--- config.mk ---
export PLATFORM = sky130hd
export DESIGN_NAME = sq_commit_wb
export DESIGN_NICKNAME = d
export VERILOG_FILES = /design/src/rtl/sq_pkg.sv /design/src/rtl/sq_wb_pick.sv /design/src/rtl/sq_head_adv.sv /design/src/rtl/sq_free_calc.sv /design/src/rtl/sq_commit_wb.sv
export SDC_FILE = /design/constraint.sdc
export NUM_CORES = 1
export LEC_CHECK = 0
export ABC_AREA = 1
export ABC_CLOCK_PERIOD_IN_PS = 13100
export CAP_MARGIN = 20
export CORE_MARGIN = 5
export CORE_UTILIZATION = 32
export DETAILED_ROUTE_END_ITERATION = 7
export GPL_TIMING_DRIVEN = 0
export REMOVE_ABC_BUFFERS = 1
export SKIP_LAST_GASP = 1
export SLEW_MARGIN = 30
export SYNTH_ARGS = -nofsm -noshare
export SYNTH_HDL_FRONTEND = slang
export SYNTH_SLANG_ARGS = --single-unit
--- constraint.sdc ---
create_clock -name clk -period 13.1 [get_ports clk]
set_input_delay 1.965 -clock clk [delete_from_list [all_inputs] [get_ports clk]]
set_output_delay 1.965 -clock clk [all_outputs]
set_load 0.01 [all_outputs]
--- src/rtl/sq_pkg.sv ---
// Shared constants and helpers for the store queue write-back engine.
// Assumes callers pass non-negative counts.
package sq_pkg;

    localparam int SQ_DEF_DEPTH = 8;
    localparam int SQ_DEF_LANES = 2;

    // Smaller of two free counts, less one reserved entry, floored at zero.
    function automatic int min_less_one(input int a, input int b);
        int m;
        m = (a < b) ? a : b;
        return (m > 0) ? m - 1 : 0;
    endfunction

endpackage

--- src/rtl/sq_wb_pick.sv ---
// Oldest-first write-back picker.
// Walks the occupied window from the oldest slot. Ready zero-size stores are
// flagged for retirement without a lane, and ready sized stores fill lanes
// from lane 0. The walk stops once every lane is used.
// Assumes DEPTH is a power of two so slot arithmetic wraps naturally.
module sq_wb_pick #(
    parameter int DEPTH = 8,
    parameter int LANES = 2,
    localparam int IDX_W = $clog2(DEPTH),
    localparam int PTR_W = IDX_W + 1
) (
    input  logic [IDX_W-1:0]       head,
    input  logic [PTR_W-1:0]       span,
    input  logic [DEPTH-1:0]       cand_nz,
    input  logic [DEPTH-1:0]       cand_z,
    output logic [LANES-1:0]       lane_vld,
    output logic [LANES*IDX_W-1:0] lane_slot,
    output logic [DEPTH-1:0]       zret
);

    // Age-ordered scan with a lane budget.
    always_comb begin
        int used;
        logic stop;
        logic [IDX_W-1:0] slot;
        used      = 0;
        stop      = 1'b0;
        lane_vld  = '0;
        lane_slot = '0;
        zret      = '0;
        for (int p = 0; p < DEPTH; p++) begin
            slot = head + IDX_W'(p);
            if (!stop && p < int'(span)) begin
                if (cand_z[slot]) begin
                    zret[slot] = 1'b1;
                end else if (cand_nz[slot]) begin
                    for (int k = 0; k < LANES; k++) begin
                        if (k == used) begin
                            lane_vld[k] = 1'b1;
                            lane_slot[k*IDX_W +: IDX_W] = slot;
                        end
                    end
                    used = used + 1;
                    if (used == LANES) stop = 1'b1;
                end
            end
        end
    end

endmodule

--- src/rtl/sq_head_adv.sv ---
// Oldest-end reclaim: counts the empty slots at the old end of the window,
// so the head pointer can jump past stores that already left.
// Assumes span never exceeds DEPTH.
module sq_head_adv #(
    parameter int DEPTH = 8,
    localparam int IDX_W = $clog2(DEPTH),
    localparam int PTR_W = IDX_W + 1
) (
    input  logic [IDX_W-1:0] head,
    input  logic [PTR_W-1:0] span,
    input  logic [DEPTH-1:0] vld,
    output logic [PTR_W-1:0] lead
);

    // Count leading empty slots inside the window.
    always_comb begin
        logic go;
        logic [IDX_W-1:0] slot;
        go   = 1'b1;
        lead = '0;
        for (int p = 0; p < DEPTH; p++) begin
            slot = head + IDX_W'(p);
            if (go && p < int'(span) && !vld[slot]) lead = lead + 1'b1;
            else go = 1'b0;
        end
    end

endmodule

--- src/rtl/sq_free_calc.sv ---
// Dispatch headroom: smaller of load-queue and store-queue free space, with one
// entry held back. Assumes occ never exceeds DEPTH.
module sq_free_calc #(
    parameter int DEPTH = 8,
    parameter int LQ_W  = 5,
    localparam int PTR_W = $clog2(DEPTH) + 1,
    localparam int CNT_W = $clog2(DEPTH + 1),
    localparam int FW    = (LQ_W > CNT_W) ? LQ_W : CNT_W
) (
    input  logic [PTR_W-1:0] occ,
    input  logic [LQ_W-1:0]  lq_free,
    output logic [FW-1:0]    free_slots
);
    import sq_pkg::*;

    // Combine both queues' free counts.
    always_comb begin
        free_slots = FW'(min_less_one(int'(lq_free), DEPTH - int'(occ)));
    end

endmodule

--- src/rtl/sq_commit_wb.sv ---
// Store queue commit and write-back engine.
// Holds stores in a circular buffer in program order. Commit and
// store-conditional execution mark stores ready. Ready stores go to the cache
// oldest first under a per-cycle lane budget, zero-size ones retire in place,
// and completions and squashes free slots.
// Assumes: DEPTH a power of two; sequence numbers do not wrap while resident;
// no insert when full; squash never reaches a store already presented or sent.
module sq_commit_wb #(
    parameter int DEPTH  = sq_pkg::SQ_DEF_DEPTH,
    parameter int LANES  = sq_pkg::SQ_DEF_LANES,
    parameter int SEQ_W  = 8,
    parameter int SIZE_W = 4,
    parameter int LQ_W   = 5,
    localparam int IDX_W = $clog2(DEPTH),
    localparam int PTR_W = IDX_W + 1,
    localparam int CNT_W = $clog2(DEPTH + 1),
    localparam int FW    = (LQ_W > CNT_W) ? LQ_W : CNT_W
) (
    input  logic                     clk,
    input  logic                     rst_n,
    input  logic                     ins_valid,
    input  logic [SEQ_W-1:0]         ins_seq,
    input  logic [SIZE_W-1:0]        ins_size,
    output logic [IDX_W-1:0]         ins_slot,
    input  logic                     exe_valid,
    input  logic [IDX_W-1:0]         exe_slot,
    input  logic                     exe_cond,
    input  logic                     exe_fault,
    input  logic                     cmt_valid,
    input  logic [SEQ_W-1:0]         cmt_seq,
    input  logic                     flush_valid,
    input  logic [SEQ_W-1:0]         flush_seq,
    output logic [LANES-1:0]         dc_req_valid,
    output logic [LANES*IDX_W-1:0]   dc_req_slot,
    output logic [LANES*SEQ_W-1:0]   dc_req_seq,
    output logic [LANES*SIZE_W-1:0]  dc_req_size,
    input  logic                     dc_ready,
    input  logic                     dc_done_valid,
    input  logic [IDX_W-1:0]         dc_done_slot,
    input  logic [LQ_W-1:0]          lq_free,
    output logic [FW-1:0]            free_slots
);

    // Entry state
    logic [DEPTH-1:0]  vld_q, rdy_q, snt_q;
    logic [SEQ_W-1:0]  seq_q  [DEPTH];
    logic [SIZE_W-1:0] size_q [DEPTH];
    logic [PTR_W-1:0]  head_q, tail_q;
    logic [CNT_W-1:0]  pend_q, infl_q;
    logic              blk_q;
    logic [LANES-1:0]       hold_vld_q;
    logic [LANES*IDX_W-1:0] hold_slot_q;

    // Next-state and decode
    logic [PTR_W-1:0]  occ, tail_sq, tail_n, span_n, lead;
    logic [DEPTH-1:0]  inwin, kill, cset, eset, setm, zero;
    logic [DEPTH-1:0]  cand_nz, cand_z, zret_eff, snd, dmask;
    logic [DEPTH-1:0]  vld_n, rdy_n, snt_n;
    logic [LANES-1:0]       pk_vld, cur_vld;
    logic [LANES*IDX_W-1:0] pk_slot, cur_slot;
    logic [DEPTH-1:0]       pk_zret;
    logic [CNT_W-1:0]  pend_n, infl_n;

    assign occ = tail_q - head_q;

    // Per-slot decode of window, squash, commit and execute marks.
    for (genvar s = 0; s < DEPTH; s++) begin : g_slot
        logic [IDX_W-1:0] off;
        assign off      = IDX_W'(s) - head_q[IDX_W-1:0];
        assign inwin[s] = {1'b0, off} < occ;
        assign kill[s]  = flush_valid && inwin[s] && (seq_q[s] > flush_seq);
        assign cset[s]  = cmt_valid && vld_q[s] && !rdy_q[s] && (seq_q[s] <= cmt_seq);
        assign eset[s]  = exe_valid && exe_cond && !exe_fault && (exe_slot == IDX_W'(s))
                          && vld_q[s] && !rdy_q[s];
        assign zero[s]  = (size_q[s] == '0);
        assign dmask[s] = dc_done_valid && (dc_done_slot == IDX_W'(s));
    end

    assign setm    = cset | eset;
    assign cand_nz = vld_q & rdy_q & ~snt_q & ~zero;
    assign cand_z  = vld_q & rdy_q & ~snt_q & zero;

    sq_wb_pick #(.DEPTH(DEPTH), .LANES(LANES)) u_pick (
        .head      (head_q[IDX_W-1:0]),
        .span      (occ),
        .cand_nz   (cand_nz),
        .cand_z    (cand_z),
        .lane_vld  (pk_vld),
        .lane_slot (pk_slot),
        .zret      (pk_zret)
    );

    // While blocked, the held selection is presented and nothing retires.
    assign cur_vld  = blk_q ? hold_vld_q  : pk_vld;
    assign cur_slot = blk_q ? hold_slot_q : pk_slot;
    assign zret_eff = blk_q ? '0 : pk_zret;

    // Per-lane request fields read from the entry table.
    for (genvar k = 0; k < LANES; k++) begin : g_lane
        logic [IDX_W-1:0] ls;
        assign ls = cur_slot[k*IDX_W +: IDX_W];
        assign dc_req_valid[k]                = cur_vld[k];
        assign dc_req_slot[k*IDX_W +: IDX_W]  = ls;
        assign dc_req_seq[k*SEQ_W +: SEQ_W]   = seq_q[ls];
        assign dc_req_size[k*SIZE_W +: SIZE_W] = size_q[ls];
    end

    // Mark slots accepted by the cache this cycle.
    always_comb begin
        snd = '0;
        for (int k = 0; k < LANES; k++) begin
            for (int s = 0; s < DEPTH; s++) begin
                if (dc_ready && cur_vld[k] && cur_slot[k*IDX_W +: IDX_W] == IDX_W'(s))
                    snd[s] = 1'b1;
            end
        end
    end

    // Tail after squash, then after insert.
    assign tail_sq  = tail_q - PTR_W'($countones(kill));
    assign ins_slot = tail_sq[IDX_W-1:0];
    assign tail_n   = tail_sq + PTR_W'(ins_valid);

    // Next entry flags.
    always_comb begin
        vld_n = vld_q & ~kill & ~zret_eff & ~dmask;
        rdy_n = (rdy_q | setm) & ~kill;
        snt_n = snt_q | snd;
        if (ins_valid) begin
            for (int s = 0; s < DEPTH; s++) begin
                if (ins_slot == IDX_W'(s)) begin
                    vld_n[s] = 1'b1;
                    rdy_n[s] = 1'b0;
                    snt_n[s] = 1'b0;
                end
            end
        end
    end

    // Counter updates: newly ready, sent, retired, squashed, completed.
    assign pend_n = pend_q + CNT_W'($countones(setm & ~kill))
                           - CNT_W'($countones(snd))
                           - CNT_W'($countones(zret_eff))
                           - CNT_W'($countones(kill & vld_q & rdy_q & ~snt_q));
    assign infl_n = infl_q + CNT_W'($countones(snd)) - CNT_W'(dc_done_valid);

    assign span_n = tail_n - head_q;

    sq_head_adv #(.DEPTH(DEPTH)) u_head (
        .head (head_q[IDX_W-1:0]),
        .span (span_n),
        .vld  (vld_n),
        .lead (lead)
    );

    sq_free_calc #(.DEPTH(DEPTH), .LQ_W(LQ_W)) u_free (
        .occ        (occ),
        .lq_free    (lq_free),
        .free_slots (free_slots)
    );

    // Entry table and pointer registers.
    always_ff @(posedge clk) begin
        if (!rst_n) begin
            vld_q  <= '0;
            rdy_q  <= '0;
            snt_q  <= '0;
            head_q <= '0;
            tail_q <= '0;
            pend_q <= '0;
            infl_q <= '0;
            for (int s = 0; s < DEPTH; s++) begin
                seq_q[s]  <= '0;
                size_q[s] <= '0;
            end
        end else begin
            vld_q  <= vld_n;
            rdy_q  <= rdy_n;
            snt_q  <= snt_n;
            head_q <= head_q + lead;
            tail_q <= tail_n;
            pend_q <= pend_n;
            infl_q <= infl_n;
            if (ins_valid) begin
                seq_q[ins_slot]  <= ins_seq;
                size_q[ins_slot] <= ins_size;
            end
        end
    end

    // Blocked flag and the held selection it replays.
    always_ff @(posedge clk) begin
        if (!rst_n) begin
            blk_q       <= 1'b0;
            hold_vld_q  <= '0;
            hold_slot_q <= '0;
        end else begin
            blk_q <= (|cur_vld) && !dc_ready;
            if (!blk_q) begin
                hold_vld_q  <= pk_vld;
                hold_slot_q <= pk_slot;
            end
        end
    end

endmodule

==> flow_summary.toml, run 1 <==
[logic_synthesis]
ys_types = 68
yosysWarningCount = 0
synth_most_common_cell = "nand2_1"
synth_top_area_frac = 0.1909
async_reset_ff_frac = 0
syn_avg_cell_area_sq_um = 7.120
synth_top_area_cell = "edfxtp_1"
synth_edf_count = 96
synthTopCellsByCount = "449 x nand2_1, 267 x nor2_1, 265 x inv_1, 199 x ha_1, 154 x nand3_1"
netlist_area_sq_um = 15100
yosys-top-cells-area = "edfxtp_1 19%, ha_1 16%, nand2_1 11%, nor2_1 6.6%, inv_1 6.6%"
ys_ff_latch = 137
ys.flop_type = "edfxtp_1"
syn_inst = 2121
ys_seq_area_frac = 0.2453

[global_route]
grt-ovfl-total = 0
track_usage = 0.2161
grt_pass1_wl_microns = 86360
grt_max_degree = 43
antenna_found_initial = 0
grt_pass1_vias = 14680

[hold_path]
min_from = "snt_q[0]$_SDFF_PN0_"
min_to = "snt_q[0]$_SDFF_PN0_"
hold-path-cell-count = 2
hp-class = "reg2reg"

[layout]
drive_above_1_share = 0.1062
antennaDiodeCount = 0
fin_nets = 2489
fill_cells = 4832
area_growth_pct = 19.39

[timing]
worst_pin_slew_ns = 1.073
finalCriticalPeriod_ns = 12.51
max_clock_freq_ghz = 0.07991
hold-worst-slack_ns = 0.4785
maxSlewViolCount = 0
setup_slack_ns = 0.5859
setup_violations = 0
hold_viol_final = 0
clock_skew_ns = 0.01165
period_share = 0.9553
slew_headroom = 0.2754

[clock_tree]
cts_buffers = 17
cts_tree = "done"
clk_latency_ns = 0.44
cts_sinks = 137
ctsHtreeMaxLevel = 4
cts_root_buffer = "clkbuf_16"
clockBufferDepth = 2
cts.clk_slew.worst_paths_ns = 0.07

[route]
drc = 0
via_count = 15830
wl_microns = 58590
antenna_left = 0
dr.max_layer_used = "met4"
wl_met1_microns = 24950
post_drt_wl_per_cell_microns = 20.56
met3_length_microns = 4676
drt_iter0_drc = 1549
avgViaCountPerCell = 5.556
route.met2.wl_microns = 26740
first_pass_iters = 6

[worst_setup_path]
rr_worst_depth = 56
crit_required_ns = 13.48
endpoint_kind = "flop"
slowest_stage = "fa_1"
slowest_delay_ns = 0.53
worstPathArrival_ns = 12.89
crit_path_start_kind = "primary input"
reg2reg_from = "head_q[0]$_SDFF_PN0_"
rrSetupSlack_ns = 0.99
path_max_fanout = 8
cp_common_cell = "inv_1"
r2r-end = "head_q[3]$_SDFF_PN0_"
critPathKind = "in2reg"

[placement]
io_buffers = 88
dpl.hpwl_microns = 43480
routabilityCongestion = 0.9256
place_ws_ns = -0.7035

[outcome]
status = "complete, no violations"

[die]
die_y_microns = 227.2
fp.dieW_microns = 227.2
initial_core_util = 0.3237
core_sq_um = 46650
rows = 79
pin_count = 89
die_area_sq_um = 51630

[flow_run]
maxCapViolations = 0
==> worst max-delay path by stage <==
stage	slack, ns	end	from	depth (start not counted)
detailed placement	-0.70	head_q[3]$_SDFF_PN0_	flush_seq[1]	59
global route	-0.13	head_q[3]$_SDFF_PN0_	flush_seq[1]	62
finish	0.59	head_q[3]$_SDFF_PN0_	flush_seq[1]	56
global placement	-2.76	dc_req_seq[0]	head_q[0]$_SDFF_PN0_	46
floorplan	0.88	head_q[3]$_SDFF_PN0_	head_q[0]$_SDFF_PN0_	58
CTS	0.01	dc_req_seq[0]	head_q[0]$_SDFF_PN0_	44
==> logic make-up after synthesis <==
logic type               share of synthesized area
buffers and inverters                      0.08907
XOR/XNOR                                   0.01574
AO/OA/AOI/OAI                               0.1565
AND/OR/NAND/NOR                             0.3126
adder cells (fa/ha/maj)                     0.1808
flip-flops                                  0.2453
==> layout make-up <==
class / count / area [sq um] / share of cell area
clock buffers: 18 / 429.2 / 0.02380
repair buffers: 144 / 1448 / 0.08030
clock inverters: 14 / 183.9 / 0.01020
multi-input cells: 1637 / 10370 / 0.5751
well taps: 607 / 759.5 / 0.04213
flip-flops and latches: 137 / 3710 / 0.2058
inverters: 291 / 1125 / 0.06239
repair inverters: 1 / 5.005 / 0.0002776
==> state kept, by name, summed over array words and instances (netlist names) <==
name         flops
hold_vld_q       2
tail_q           4
seq_q           64
blk_q            1
size_q          32
hold_slot_q      6
rdy_q            8
head_q           4
vld_q            8
snt_q            8
==> cell usage in the layout, fill, tap and decap left out, drive strengths merged, types with 3 or more instances in the layout <==
cell type      instances
nand2                469
fa                    12
a41oi                  4
edfxtp                96
nand3                171
nand3b                 6
and2                   4
a221oi                13
clkdlybuf4s50         87
buf                   56
xnor2                  9
a211oi                13
o211ai                26
a21oi                 96
clkbuf                18
ha                   199
xor2                  13
clkinvlp              10
o21ai                 81
a22oi                 43
a22o                   3
bufinv                 3
nand4                 54
o21bai                 3
o2111ai               10
a21boi                 8
nor2                 289
a2111oi                3
nor3                  31
clkinv                 8
o221ai                 9
o21a                   3
or2                    8
a32o                   4
dfxtp                 41
inv                  285
a31oi                 38
==> per-stage QoR <==
step | cells | util | cell area (sq um) | setup TNS (ns)
global placement | 2758 | 0.3534 | 16490 | -57.62
floorplan | 2063 | - | 14850 | 0
CTS | 2800 | 0.3727 | 17390 | 0
detailed placement | 2766 | 0.3585 | 16720 | -1.447
global route | 2849 | 0.3864 | 18030 | -0.1343
finish | 2849 | 0.3864 | 18030 | 0
==> critical path: cells and delay by family <==
family	cells	cell delay (ns)
buffers and inverters	9	1.49
and+or+nand+nor	18	1.72
adders and majority gates	16	5.19
AOI/OAI and AO/OA	9	1.70
xor gates and xnor gates	4	0.80
==> timing repair <==
| action | 4_1_cts | 5_1_grt |
|---|---|---|
| cloned | 0 | 3 |
| hold buffers | 0 | 0 |
| buffers inserted | 2 | 46 |
| pin swaps | 0 | 25 |
| gates resized for setup | 8 | 52 |
| endpoints found under the setup margin | 7 | 27 |
==> layer usage <==
metal	vias up	global-route usage
met3	118	0.02721
met4	0	0.08391
met1	7479	0.2933
met2	742	0.3523
met5	-	0
li1	7490	-
Power of run 1 is not shown: default switching activity piles up to over one toggle a cycle in this logic, so the estimate is an artifact.
==> run 2, diff against run 1 <==
--- a/config.mk
+++ b/config.mk
@@ -7,7 +7,6 @@
 export LEC_CHECK = 0
 export ABC_AREA = 1
 export ABC_CLOCK_PERIOD_IN_PS = 13100
-export CAP_MARGIN = 20
 export CORE_MARGIN = 5
 export CORE_UTILIZATION = 32
 export DETAILED_ROUTE_END_ITERATION = 7
==> results of run 2 <==
Final layout, timing and power as in run 1 (identical DEF).
Power of run 2 is left out for the same reason.
==> run 3, diff against run 2 <==
--- a/config.mk
+++ b/config.mk
@@ -10,6 +10,7 @@
 export CORE_MARGIN = 5
 export CORE_UTILIZATION = 32
 export DETAILED_ROUTE_END_ITERATION = 7
+export DONT_BUFFER_PORTS = 1
 export GPL_TIMING_DRIVEN = 0
 export REMOVE_ABC_BUFFERS = 1
 export SKIP_LAST_GASP = 1
==> run 3 against run 2 <==
Utilization shrank 2.9 points. Global-route usage is 0.25 points lower. Clock skew down 0.0017 ns. Highest routed layer is now met5. Non-clock buffer count fell by 124. Critical path depth shrank 12.
==> flow_summary.toml, run 3 (synthesized netlist as in run 1, its figures left out) <==
[die]
rows = 79
die_area_sq_um = 51630
die_y_microns = 227.2
initial_core_util = 0.3237
pin_count = 89
fp.dieW_microns = 227.2
core_sq_um = 46650

[flow_run]
maxCapViolations = 0

[layout]
fin_nets = 2363
top_register = "seq_q"
final_util = 0.3572
final_common_cell = "nand2_1"
final_cells = 2723
drive_above_1_share = 0.08790
layout_common_cells = "448 x nand2_1, 264 x nor2_1, 261 x inv_1"
reg_top3 = "seq_q: 64 flops, size_q: 32 flops"
area_growth_pct = 10.36
largest_reg_flops = 64
antennaDiodeCount = 0

[worst_setup_path]
critPathKind = "reg2out"
crit_required_ns = 11.14
path_max_fanout = 33
slowest_stage = "nor2_4"
crit_path_start_kind = "flop"
rr_worst_depth = 58
critPathLaunch = "head_q[0]$_SDFF_PN0_"
r2r-end = "head_q[3]$_SDFF_PN0_"
worstPathArrival_ns = 10.55
reg2reg_from = "head_q[0]$_SDFF_PN0_"
endpoint_kind = "output pin"
cp_common_cell = "nand2_1"
rrSetupSlack_ns = 0.80
crit_end = "dc_req_seq[8]"
slowest_delay_ns = 0.80

[timing]
maxSlewViolCount = 0
clock_skew_ns = 0.009920
setup_violations = 0
worst_pin_slew_ns = 1.032
finalCriticalPeriod_ns = 12.52
hold_viol_final = 0
max_clock_freq_ghz = 0.07990
period_share = 0.9554
slew_headroom = 0.3031
setup-tns-final_ns = 0

[global_route]
grt-ovfl-total = 0
grt_pass1_wl_microns = 84940
antenna_found_initial = 1
track_usage = 0.2136
grt_pass1_vias = 14190
grt_max_degree = 43

[route]
wl_microns = 56470
first_pass_iters = 6
antenna_left = 0
drc = 0
avgViaCountPerCell = 5.567
via_count = 15160
post_drt_wl_per_cell_microns = 20.74
drt_iter0_drc = 1486

[outcome]
status = "complete, no violations"

[placement]
routabilityCongestion = 0.9222
dpl.hpwl_microns = 42630
placed_cells = 2676
io_buffers = 0

[hold_path]
hp-class = "reg2reg"
min_from = "snt_q[0]$_SDFF_PN0_"

[clock_tree]
ctsHtreeMaxLevel = 4
cts_tree = "done"
clockBufferDepth = 2
cts.clk_slew.worst_paths_ns = 0.06
clk_latency_ns = 0.45
cts_buffers = 17
cts_root_buffer = "clkbuf_16"
cts_hold_buffers = 0
cts_sinks = 137
-- run 3: changes by cell type in the layout (fill, tap and decap cells not counted), moves of 4 or more --
cell,previous run,this run
ha_1,190,194
o21ai_1,16,11
inv_1,257,261
buf_4,45,12
o21ai_0,56,61
clkdlybuf4s50_1,87,0
-- run 3: layout make-up --
type	count	area, sq um
fillers	4952	29990
multi-input cells	1635	10260
flip-flops and latches	137	3710
inverters	291	1110
well taps	607	759.5
clock buffers	18	429.2
repair buffers	20	246.5
clock inverters	14	147.6
repair inverters	1	5.005
-- run 3: metal layers --
layer  global-route usage  wire, microns  vias to the layer above
li1                     -              -                     7224
met1               0.2881          24070                     7190
met2               0.3445          25410                      637
met3              0.03533           4752                      107
met4              0.08179           2226                        2
met5                    0             13                        -
-- run 3: worst min-delay path by stage --
stage	to	depth (start not counted)
final	snt_q[0]$_SDFF_PN0_	2
after global routing	snt_q[3]$_SDFF_PN0_	2
after CTS	snt_q[0]$_SDFF_PN0_	2
after detailed placement	snt_q[4]$_SDFF_PN0_	2
after global placement	snt_q[4]$_SDFF_PN0_	2
after floorplan	snt_q[4]$_SDFF_PN0_	2
-- run 3: per-stage QoR --
stage               hold WS [ns]  cell area, sq um  setup WS [ns]
global placement          0.4556             15610         -2.401
global route              0.5069             16660       -0.02335
detailed placement        0.4642             15790        -0.4066
CTS                       0.4801             16390       0.006218
finish                    0.4799             16660         0.5848
floorplan                 0.4407             14850         0.8765
-- run 3: critical path: cells and delay by family (launching register included) --
family | cells | cell delay, ns
adders and majority gates | 7 | 1.85
AOI/OAI and AO/OA | 6 | 2.09
buffers and inverters | 7 | 1.23
DFF | 1 | 0.58
xor gates and xnor gates | 1 | 0.15
and+or+nand+nor | 23 | 4.16
-- run 3: timing repair --
item | 4_1_cts | 5_1_grt
pin swaps | 0 | 3
buffers inserted | 1 | 13
gates resized for setup | 4 | 32
setup endpoints to repair | 4 | 23
gates cloned | 1 | 0
Power of run 3 is left out for the same reason.
